--- src/rtl/prio_pkg.sv ---
package prio_pkg;

  // Strobes from control to datapath: which override each step applies.
  typedef struct packed {
    logic nsBaseEn;    // non-secure threshold step active
    logic nsScaled;    // non-secure threshold mapped into lower half
    logic sBaseEn;     // secure threshold step active
    logic nsPmCap;     // non-secure interrupt mask caps at half range
    logic nsPmZero;    // non-secure interrupt mask forces zero
    logic sPmZero;     // secure interrupt mask forces zero
    logic nsFmCap;     // non-secure fault mask caps at half range
    logic nsFmZero;    // non-secure fault mask forces zero
    logic nsFmMinus1;  // non-secure fault mask forces -1
    logic sFmMinus1;   // secure fault mask forces -1
    logic sFmMinus3;   // secure fault mask forces -3
  } mask_strobes_t;

endpackage

--- src/rtl/prio_ctrl.sv ---
module prio_ctrl
  import prio_pkg::*;
#(
  parameter int PRIO_W = 8
) (
  input  logic [PRIO_W-1:0] nsBasepri,
  input  logic [PRIO_W-1:0] sBasepri,
  input  logic              nsPrimask,
  input  logic              sPrimask,
  input  logic              nsFaultmask,
  input  logic              sFaultmask,
  input  logic              nsPrioLower,
  input  logic              nsFaultOwn,
  output mask_strobes_t     ctl
);

  always_comb begin
    ctl            = '0;
    ctl.nsBaseEn   = |nsBasepri;
    ctl.nsScaled   = nsPrioLower;
    ctl.sBaseEn    = |sBasepri;
    ctl.nsPmCap    = nsPrimask & nsPrioLower;
    ctl.nsPmZero   = nsPrimask & ~nsPrioLower;
    ctl.sPmZero    = sPrimask;
    ctl.nsFmMinus1 = nsFaultmask & nsFaultOwn;
    ctl.nsFmCap    = nsFaultmask & ~nsFaultOwn & nsPrioLower;
    ctl.nsFmZero   = nsFaultmask & ~nsFaultOwn & ~nsPrioLower;
    ctl.sFmMinus3  = sFaultmask & nsFaultOwn;
    ctl.sFmMinus1  = sFaultmask & ~nsFaultOwn;
  end

endmodule

--- src/rtl/prio_datapath.sv ---
module prio_datapath
  import prio_pkg::*;
#(
  parameter int PRIO_W = 8,
  localparam int RW = PRIO_W + 2
) (
  input  logic                 clk,
  input  logic                 rstN,
  input  mask_strobes_t        ctl,
  input  logic [PRIO_W-1:0]    nsBasepri,
  input  logic [PRIO_W-1:0]    sBasepri,
  input  logic [PRIO_W-1:0]    nsGroupMask,
  input  logic [PRIO_W-1:0]    sGroupMask,
  input  logic signed [RW-1:0] activePrio,
  output logic signed [RW-1:0] runPrio
);

  localparam logic signed [RW-1:0] NOEXC_V = RW'(1 << PRIO_W);
  localparam logic signed [RW-1:0] CAP_V   = RW'(1 << (PRIO_W - 1));
  localparam logic signed [RW-1:0] ZERO_V  = '0;
  localparam logic signed [RW-1:0] M1_V    = -RW'(1);
  localparam logic signed [RW-1:0] M3_V    = -RW'(3);
  localparam int NSTEP = 7;

  logic [PRIO_W-1:0]    nsMasked, sMasked;
  logic signed [RW-1:0] nsGrp, sGrp, resolved;
  logic signed [RW-1:0] step [NSTEP];

  function automatic logic signed [RW-1:0] capOrZero(
    input logic signed [RW-1:0] cur, input logic doCap, input logic doZero);
    if (doZero)                  return ZERO_V;
    if (doCap && (cur > CAP_V))  return CAP_V;
    return cur;
  endfunction

  assign nsMasked = nsBasepri & nsGroupMask;
  assign sMasked  = sBasepri & sGroupMask;
  assign nsGrp = ctl.nsScaled ? (RW'(nsMasked >> 1) + CAP_V) : RW'(nsMasked);
  assign sGrp  = RW'(sMasked);

  // Override chain, one stage per mask, in the fixed order.
  always_comb begin
    step[0] = NOEXC_V;
    step[1] = ctl.nsBaseEn ? nsGrp : step[0];
    step[2] = (ctl.sBaseEn && (sGrp < step[1])) ? sGrp : step[1];
    step[3] = capOrZero(step[2], ctl.nsPmCap, ctl.nsPmZero);
    step[4] = ctl.sPmZero ? ZERO_V : step[3];
    step[5] = ctl.nsFmMinus1 ? M1_V : capOrZero(step[4], ctl.nsFmCap, ctl.nsFmZero);
    step[6] = ctl.sFmMinus3 ? M3_V : (ctl.sFmMinus1 ? M1_V : step[5]);
    resolved = (activePrio < step[6]) ? activePrio : step[6];
  end

  always_ff @(posedge clk) begin
    if (!rstN) runPrio <= NOEXC_V;
    else       runPrio <= resolved;
  end

  a_r1_reset_level: assert property (@(posedge clk)
    !rstN |=> runPrio == NOEXC_V);

  a_r8_secure_fault_owned: assert property (@(posedge clk) disable iff (!rstN)
    ctl.sFmMinus3 |=> runPrio <= M3_V);

  a_r8_secure_fault_kept: assert property (@(posedge clk) disable iff (!rstN)
    ctl.sFmMinus1 |=> runPrio <= M1_V);

  a_r6_secure_primask: assert property (@(posedge clk) disable iff (!rstN)
    ctl.sPmZero |=> runPrio <= ZERO_V);

  a_r5_ns_cap: assert property (@(posedge clk) disable iff (!rstN)
    ctl.nsPmCap |=> runPrio <= CAP_V);

  a_r10_handler_bound: assert property (@(posedge clk) disable iff (!rstN)
    1'b1 |=> runPrio <= $past(activePrio));

endmodule

--- src/rtl/exec_prio_resolver.sv ---
module exec_prio_resolver
  import prio_pkg::*;
#(
  parameter int PRIO_W = 8,
  localparam int RW = PRIO_W + 2
) (
  input  logic                 clk,
  input  logic                 rstN,
  input  logic [PRIO_W-1:0]    nsBasepri,
  input  logic [PRIO_W-1:0]    sBasepri,
  input  logic                 nsPrimask,
  input  logic                 sPrimask,
  input  logic                 nsFaultmask,
  input  logic                 sFaultmask,
  input  logic                 nsPrioLower,
  input  logic                 nsFaultOwn,
  input  logic [PRIO_W-1:0]    nsGroupMask,
  input  logic [PRIO_W-1:0]    sGroupMask,
  input  logic signed [RW-1:0] activePrio,
  output logic signed [RW-1:0] runPrio
);

  mask_strobes_t ctl;

  prio_ctrl #(.PRIO_W(PRIO_W)) ctrl_i (
    .nsBasepri   (nsBasepri),
    .sBasepri    (sBasepri),
    .nsPrimask   (nsPrimask),
    .sPrimask    (sPrimask),
    .nsFaultmask (nsFaultmask),
    .sFaultmask  (sFaultmask),
    .nsPrioLower (nsPrioLower),
    .nsFaultOwn  (nsFaultOwn),
    .ctl         (ctl)
  );

  prio_datapath #(.PRIO_W(PRIO_W)) dp_i (
    .clk         (clk),
    .rstN        (rstN),
    .ctl         (ctl),
    .nsBasepri   (nsBasepri),
    .sBasepri    (sBasepri),
    .nsGroupMask (nsGroupMask),
    .sGroupMask  (sGroupMask),
    .activePrio  (activePrio),
    .runPrio     (runPrio)
  );

endmodule

--- config.mk ---
export PLATFORM = sky130hd
export DESIGN_NAME = exec_prio_resolver
export DESIGN_NICKNAME = d
export VERILOG_FILES = /design/src/rtl/prio_pkg.sv /design/src/rtl/prio_ctrl.sv /design/src/rtl/prio_datapath.sv /design/src/rtl/exec_prio_resolver.sv
export SDC_FILE = /design/constraint.sdc
export NUM_CORES = 1
export LEC_CHECK = 0
export ABC_AREA = 1
export BUFFER_PORTS_ARGS = -buffer_cell sky130_fd_sc_hd__buf_2
export CAP_MARGIN = 20
export CORE_ASPECT_RATIO = 0.9
export CORE_MARGIN = 3
export CORE_UTILIZATION = 54
export CTS_CLUSTER_SIZE = 14
export DETAILED_ROUTE_END_ITERATION = 8
export PLACE_DENSITY = 0.95
export SYNTH_ARGS = -nofsm -noshare
export SYNTH_HDL_FRONTEND = slang
export SYNTH_SLANG_ARGS = --single-unit
--- constraint.sdc ---
create_clock -name clk -period 6.31 [get_ports clk]
set_input_delay 0.631 -clock clk [delete_from_list [all_inputs] [get_ports clk]]
set_output_delay 0.631 -clock clk [all_outputs]
set_load 0.005 [all_outputs]
==> results.md, run 1 <==
* Outcome: completed
* CP max stage cell: a211oi_1
* Routed vias/inst at 5.23
* Final nets at 409
* Initial Utilization at 0.604
* Post-CTS sizing at 0
* Max cap viols at 0
* Req. time, crit path at 6.52 ns
* Crit Path Category: input port to flop
* CP startpoint kind: input port
* Root Driver: clkbuf_4
* Post-synthesis instance area at 1580 um2
* Max Transition Viols Final at 0
* Reg with most FFs: dp_i.runPrio
* Total CTS buffers at 3
* Layout area overhead at 22.2%
* Max reg flops at 10
* Largest delay share family, worst path: simple AND/OR/NAND/NOR gates
* Synth Net Count at 347
* Share of layout cells above drive strength 1 at 0.249
* H-tree levels at 1
* Drt first-iter violations at 137
* Placeable Area at 2620 um2
* FF+latch count, synth at 10
* Most common cell after layout, fill and taps aside: nand2_1
* Dpl ws at 1.14 ns
* DR pass1 iterations at 5
* Slew @ Worst Pin at 0.613 ns
* Most Frequent Cell on Critical Path: nand2_1
* Count of final setup violators at 0
* Fin crit share at 0.792
* TNS Setup at 0 ns
* CTS sink cnt at 10
* CP arrival at 5.21 ns
* DRC at 0
* # port buffers at 59
* Largest net degree at the start of global routing at 12
* Pwr dens at 139 nW/um2
* Ys flop type: dfxtp_1
* Worst-path fanout max at 11
* Leak at 1.21 nW
* Clock Path Buffers at 2
* Post-cts hold buffer count at 0
* I/O pin total at 60
* Avg Cell Area, Syn at 5.62 um2
* Number of global-route vias before repair at 1714
* Buf/Inv on CP at 4
* Total GRT Usage at 0.234
* Top flop regs: dp_i.runPrio (10)
* DRT Wirelength at 4.14 mm
* Post-DRT Antenna Nets at 0
* Die H at 57.3 um
* Avg WL per Cell at 10.9 um
* Critical Path Max Stage Delay at 0.47 ns
* Vias at 1981
* Async set-reset flop share out of synthesis at 0
* YS warnings at 0
* Post-synth EDFFs at 0
* Filler Cells Inserted at 234
* RSZ-0062 raised after global routing: no
* Row count at 17
* Synth cell types at 28
* Placer Congestion at 0.900
* Final worst slack at 1.31 ns
* CTS clk-pin slew, worst paths at 0.06 ns
* Register area share after synthesis at 0.127
* Global-route wire length before repair at 7.07 mm
* Antenna violations before repair at 0
* Most frequent cells in the layout: 93 x nand2_1, 59 x buf_2, 44 x nor2_1
* Final hold vios at 0
* Slew Limit Headroom at 0.588
* Ant diodes at 0
* HPWL after DPL at 3.60 mm
* DIE AREA at 3610 um2
* Worst hold path class: input port to flop
* Grt ovf at 0
* CTS tree: built
* Die width at 63.0 um
* Post-CTS setup buffers at 0
* F_max at 200 MHz
* Tmin final at 5.00 ns
* Cells after Synth at 281
* Worst setup EP type: flop
* Maximum VDD drop at 0.117 mV
[Yosys cell counts (2+ instances only)]
cell type	number	share of area
nor3_1	3	0.0095
dfxtp_1	10	0.13
o21ai_1	2	0.0063
nand2_2	10	0.040
nand2_1	93	0.22
nand2_4	4	0.029
nand3_2	2	0.013
a21oi_1	11	0.035
a41oi_1	2	0.011
nand3_1	25	0.079
o21ai_0	6	0.019
inv_1	37	0.088
nor2_1	44	0.10
ha_1	16	0.13
nand3_4	2	0.022
a21o_1	2	0.0095
[through the flow]
stage,hold WS (ns),std cells,instance area [um2],util,power (mW)
after floorplan,0.757,281,1580,-,0.178
after global placement,0.878,376,1910,0.729,0.220
after detailed placement,0.882,376,1910,0.729,0.224
after CTS,0.612,379,1930,0.738,0.266
after global routing,0.605,379,1930,0.738,0.295
final,0.604,379,1930,0.738,0.268
[path summary, 6_finish.rpt]
path                    endpoint  slack, ns  cells past startpoint           from
min   dp_i.runPrio[8]$_SDFF_PN1_       0.60                      3  activePrio[8]
max   dp_i.runPrio[9]$_SDFF_PN0_       1.31                     32    nsPrioLower
[final cells by class]
type	count	area, um2	share of cell area
timing repair buffer	59	295	0.153
sequential	10	200	0.104
inverter	39	146	0.0758
tap	38	47.5	0.0246
multi-input combinational	230	1220	0.631
clock buffer	3	22.5	0.0117
[metal layers]
metal,track usage,vias up,wire [um]
met5,0,-,0
met4,0.0472,0,20
met2,0.367,92,1860
met3,0.0650,6,392
met1,0.323,868,1870
li1,-,1015,-
[where the power goes]
group          switching [mW]  total (mW)  internal [mW]
Sequential            0.00159      0.0728         0.0712
Combinational          0.0922       0.152         0.0596
Clock                  0.0211      0.0432         0.0220
[cells by family (layout without fill, tap and decap cells)]
logic type	count (synthesis)	in the layout	share of synthesized area
compound gates	25	25	0.0895
fa+ha+maj	16	16	0.127
buf+inv	41	101	0.102
flops	10	10	0.127
simple gates	189	189	0.555
Power figures use the tool's default switching activity.
==> inputs of run 2 (changes only) <==
--- a/config.mk
+++ b/config.mk
@@ -10,10 +10,10 @@
 export CAP_MARGIN = 20
 export CORE_ASPECT_RATIO = 0.9
 export CORE_MARGIN = 3
-export CORE_UTILIZATION = 54
+export CORE_UTILIZATION = 50
 export CTS_CLUSTER_SIZE = 14
 export DETAILED_ROUTE_END_ITERATION = 8
-export PLACE_DENSITY = 0.95
+export PLACE_DENSITY = 0.92
 export SYNTH_ARGS = -nofsm -noshare
 export SYNTH_HDL_FRONTEND = slang
 export SYNTH_SLANG_ARGS = --single-unit
==> constraint.sdc (replaced) <==
create_clock -name clk -period 5.08 [get_ports clk]
set_input_delay 0.508 -clock clk [delete_from_list [all_inputs] [get_ports clk]]
set_output_delay 0.508 -clock clk [all_outputs]
set_load 0.005 [all_outputs]
==> run 2 against run 1 <==
  * Core utilization shrank 6.6 points
  * Cell count grew 0.53%
  * Die area grew 7.2%
  * Largest power group unchanged
  * Clock power grew 22%
  * Worst setup slack lost 0.83 ns
  * Design area grew 0.39%
  * Highest routed layer unchanged
  * Critical path depth is the same
==> results.md, run 2 (same netlist as run 1, synthesis figures left out) <==
* Outcome: completed (unchanged)
* DRT Wirelength at 4.11 mm (was 4.14 mm)
* Top flop regs: dp_i.runPrio (10) (unchanged)
* DRC at 0 (unchanged)
* Ant diodes at 0 (unchanged)
* Total CTS buffers at 3 (unchanged)
* Max reg flops at 10 (unchanged)
* DIE AREA at 3870 um2 (was 3610 um2)
* Tmin final at 4.60 ns
* Die width at 65.3 um (was 63.0 um)
* Worst hold path class: input port to flop (unchanged)
* HPWL after DPL at 3.57 mm (was 3.60 mm)
* Worst setup EP type: flop (unchanged)
* Share of layout cells above drive strength 1 at 0.252 (was 0.249)
* Placer Congestion at 0.938 (was 0.900)
* Global-route wire length before repair at 6.82 mm (was 7.07 mm)
* # port buffers at 59 (unchanged)
* Req. time, crit path at 5.28 ns (was 6.52 ns)
* Reg with most FFs: dp_i.runPrio (unchanged)
* Largest net degree at the start of global routing at 12 (unchanged)
* F_max at 217 MHz
* Post-CTS setup buffers at 0 (unchanged)
* Cell Count, Final, Fillers Out at 381 (was 379)
* Count of final setup violators at 0 (unchanged)
* Cell Count Post-Placement at 378 (was 376)
* CTS tree: built (unchanged)
* Highest routed layer: met4 (unchanged)
* Root Driver: clkbuf_4 (unchanged)
* Number of global-route vias before repair at 1698 (was 1714)
* Maximum VDD drop at 0.174 mV (was 0.117 mV)
* Row count at 18 (was 17)
* TNS Setup at 0 ns (unchanged)
* Antenna violations before repair at 0 (unchanged)
* Filler Cells Inserted at 280 (was 234)
* M1 WL at 1.95 mm (was 1.87 mm)
* Initial Utilization at 0.548 (was 0.604)
* Most frequent cells in the layout: 93 x nand2_1, 59 x buf_2, 44 x nor2_1 (unchanged)
* Grt ovf at 0 (unchanged)
* DR pass1 iterations at 5 (unchanged)
* Final hold vios at 0 (unchanged)
* Util after Layout at 0.672 (was 0.738)
* Vias at 1933 (was 1981)
* CTS sink cnt at 10 (unchanged)
* CP max stage cell: o21ai_0 (was a211oi_1)
* I/O pin total at 60 (unchanged)
* Fin crit share at 0.906
* RSZ-0062 raised after global routing: no (unchanged)
* CTS clk-pin slew, worst paths at 0.06 ns (about the same)
* Routed wire length on met2 at 1.83 mm (was 1.86 mm)
* Avg WL per Cell at 10.8 um (was 10.9 um)
* H-tree levels at 1 (unchanged)
* Die H at 59.3 um (was 57.3 um)
* Max cap viols at 0 (unchanged)
* Crit Path Category: input port to flop (unchanged)
* Met3 Wirelength at 315 um (was 392 um)
* Clock Path Buffers at 2 (unchanged)
* Pwr dens at 172 nW/um2 (was 139 nW/um2)
* Routed vias/inst at 5.07 (was 5.23)
* Dpl ws at 0.103 ns (was 1.14 ns)
* Most Frequent Cell on Critical Path: nand2_1 (unchanged)
* Most common cell after layout, fill and taps aside: nand2_1 (unchanged)
* Slew @ Worst Pin at 0.653 ns (was 0.613 ns)
* Max Transition Viols Final at 0 (unchanged)
* Layout area overhead at 22.6% (was 22.2%)
* Post-DRT Antenna Nets at 0 (unchanged)
* Total GRT Usage at 0.218 (was 0.234)
* Worst-path fanout max at 11 (unchanged)
* Final nets at 409 (unchanged)
* Leak at 1.22 nW (was 1.21 nW)
* Drt first-iter violations at 149 (was 137)
* Critical Path Max Stage Delay at 0.33 ns (was 0.47 ns)
* CP startpoint kind: input port (unchanged)
* Final worst slack at 0.479 ns (was 1.31 ns)
* Placeable Area at 2880 um2 (was 2620 um2)
* Slew Limit Headroom at 0.561 (was 0.588)
* CP arrival at 4.80 ns (was 5.21 ns)
==> run 2: cell counts in the layout (fill, tap and decap cells not counted) <==
Identical to the previous run, type by type.
==> run 2: layout make-up <==
cell class                 instances  area (um2)  share of cell area
sequential                        10         200               0.103
multi-input combinational        230        1220               0.631
inverter                          39         146              0.0755
clock buffer                       3        22.5              0.0116
tap                               40        50.0              0.0258
timing repair buffer              59         295               0.152
==> run 2: stage by stage <==
step	total power, mW	instance area, um2	hold slack (ns)
2_1_floorplan	0.221	1580	0.634
3_3_place_gp	0.272	1910	0.755
3_5_place_dp	0.279	1910	0.763
4_1_cts	0.332	1930	0.487
5_1_grt	0.370	1940	0.493
6_report	0.334	1940	0.490
==> run 2: per-layer routing <==
metal	up-vias	GRT usage
li1	1017	-
met1	845	0.313
met2	69	0.346
met3	2	0.0417
met4	0	0.0325
met5	-	0
==> run 2: power by group <==
group / total [mW] / switching [mW] / leakage [nW] / internal (mW)
sequential: 0.0905 / 0.00209 / 0.0837 / 0.0885
clock: 0.0529 / 0.0256 / 0.0138 / 0.0273
combinational: 0.190 / 0.116 / 1.12 / 0.0744
==> run 2: path summary, 6_finish.rpt <==
path           from                    endpoint  slack [ns]  depth (start not counted)
max     nsPrioLower  dp_i.runPrio[8]$_SDFF_PN1_        0.48                         32
min   activePrio[4]  dp_i.runPrio[4]$_SDFF_PN0_        0.49                          3
==> run 2: timing repair <==
item,CTS,global route
hold endpoints to repair,0,0
gates resized for setup,0,1
hold buffers,0,0
setup endpoints to repair,0,10
==> run 2: critical path: cells and delay by family <==
kind / cells / cell delay, ns
buf+inv: 3 / 0.39
simple gates: 21 / 2.19
fa+ha+maj: 2 / 0.59
compound gates: 6 / 1.14
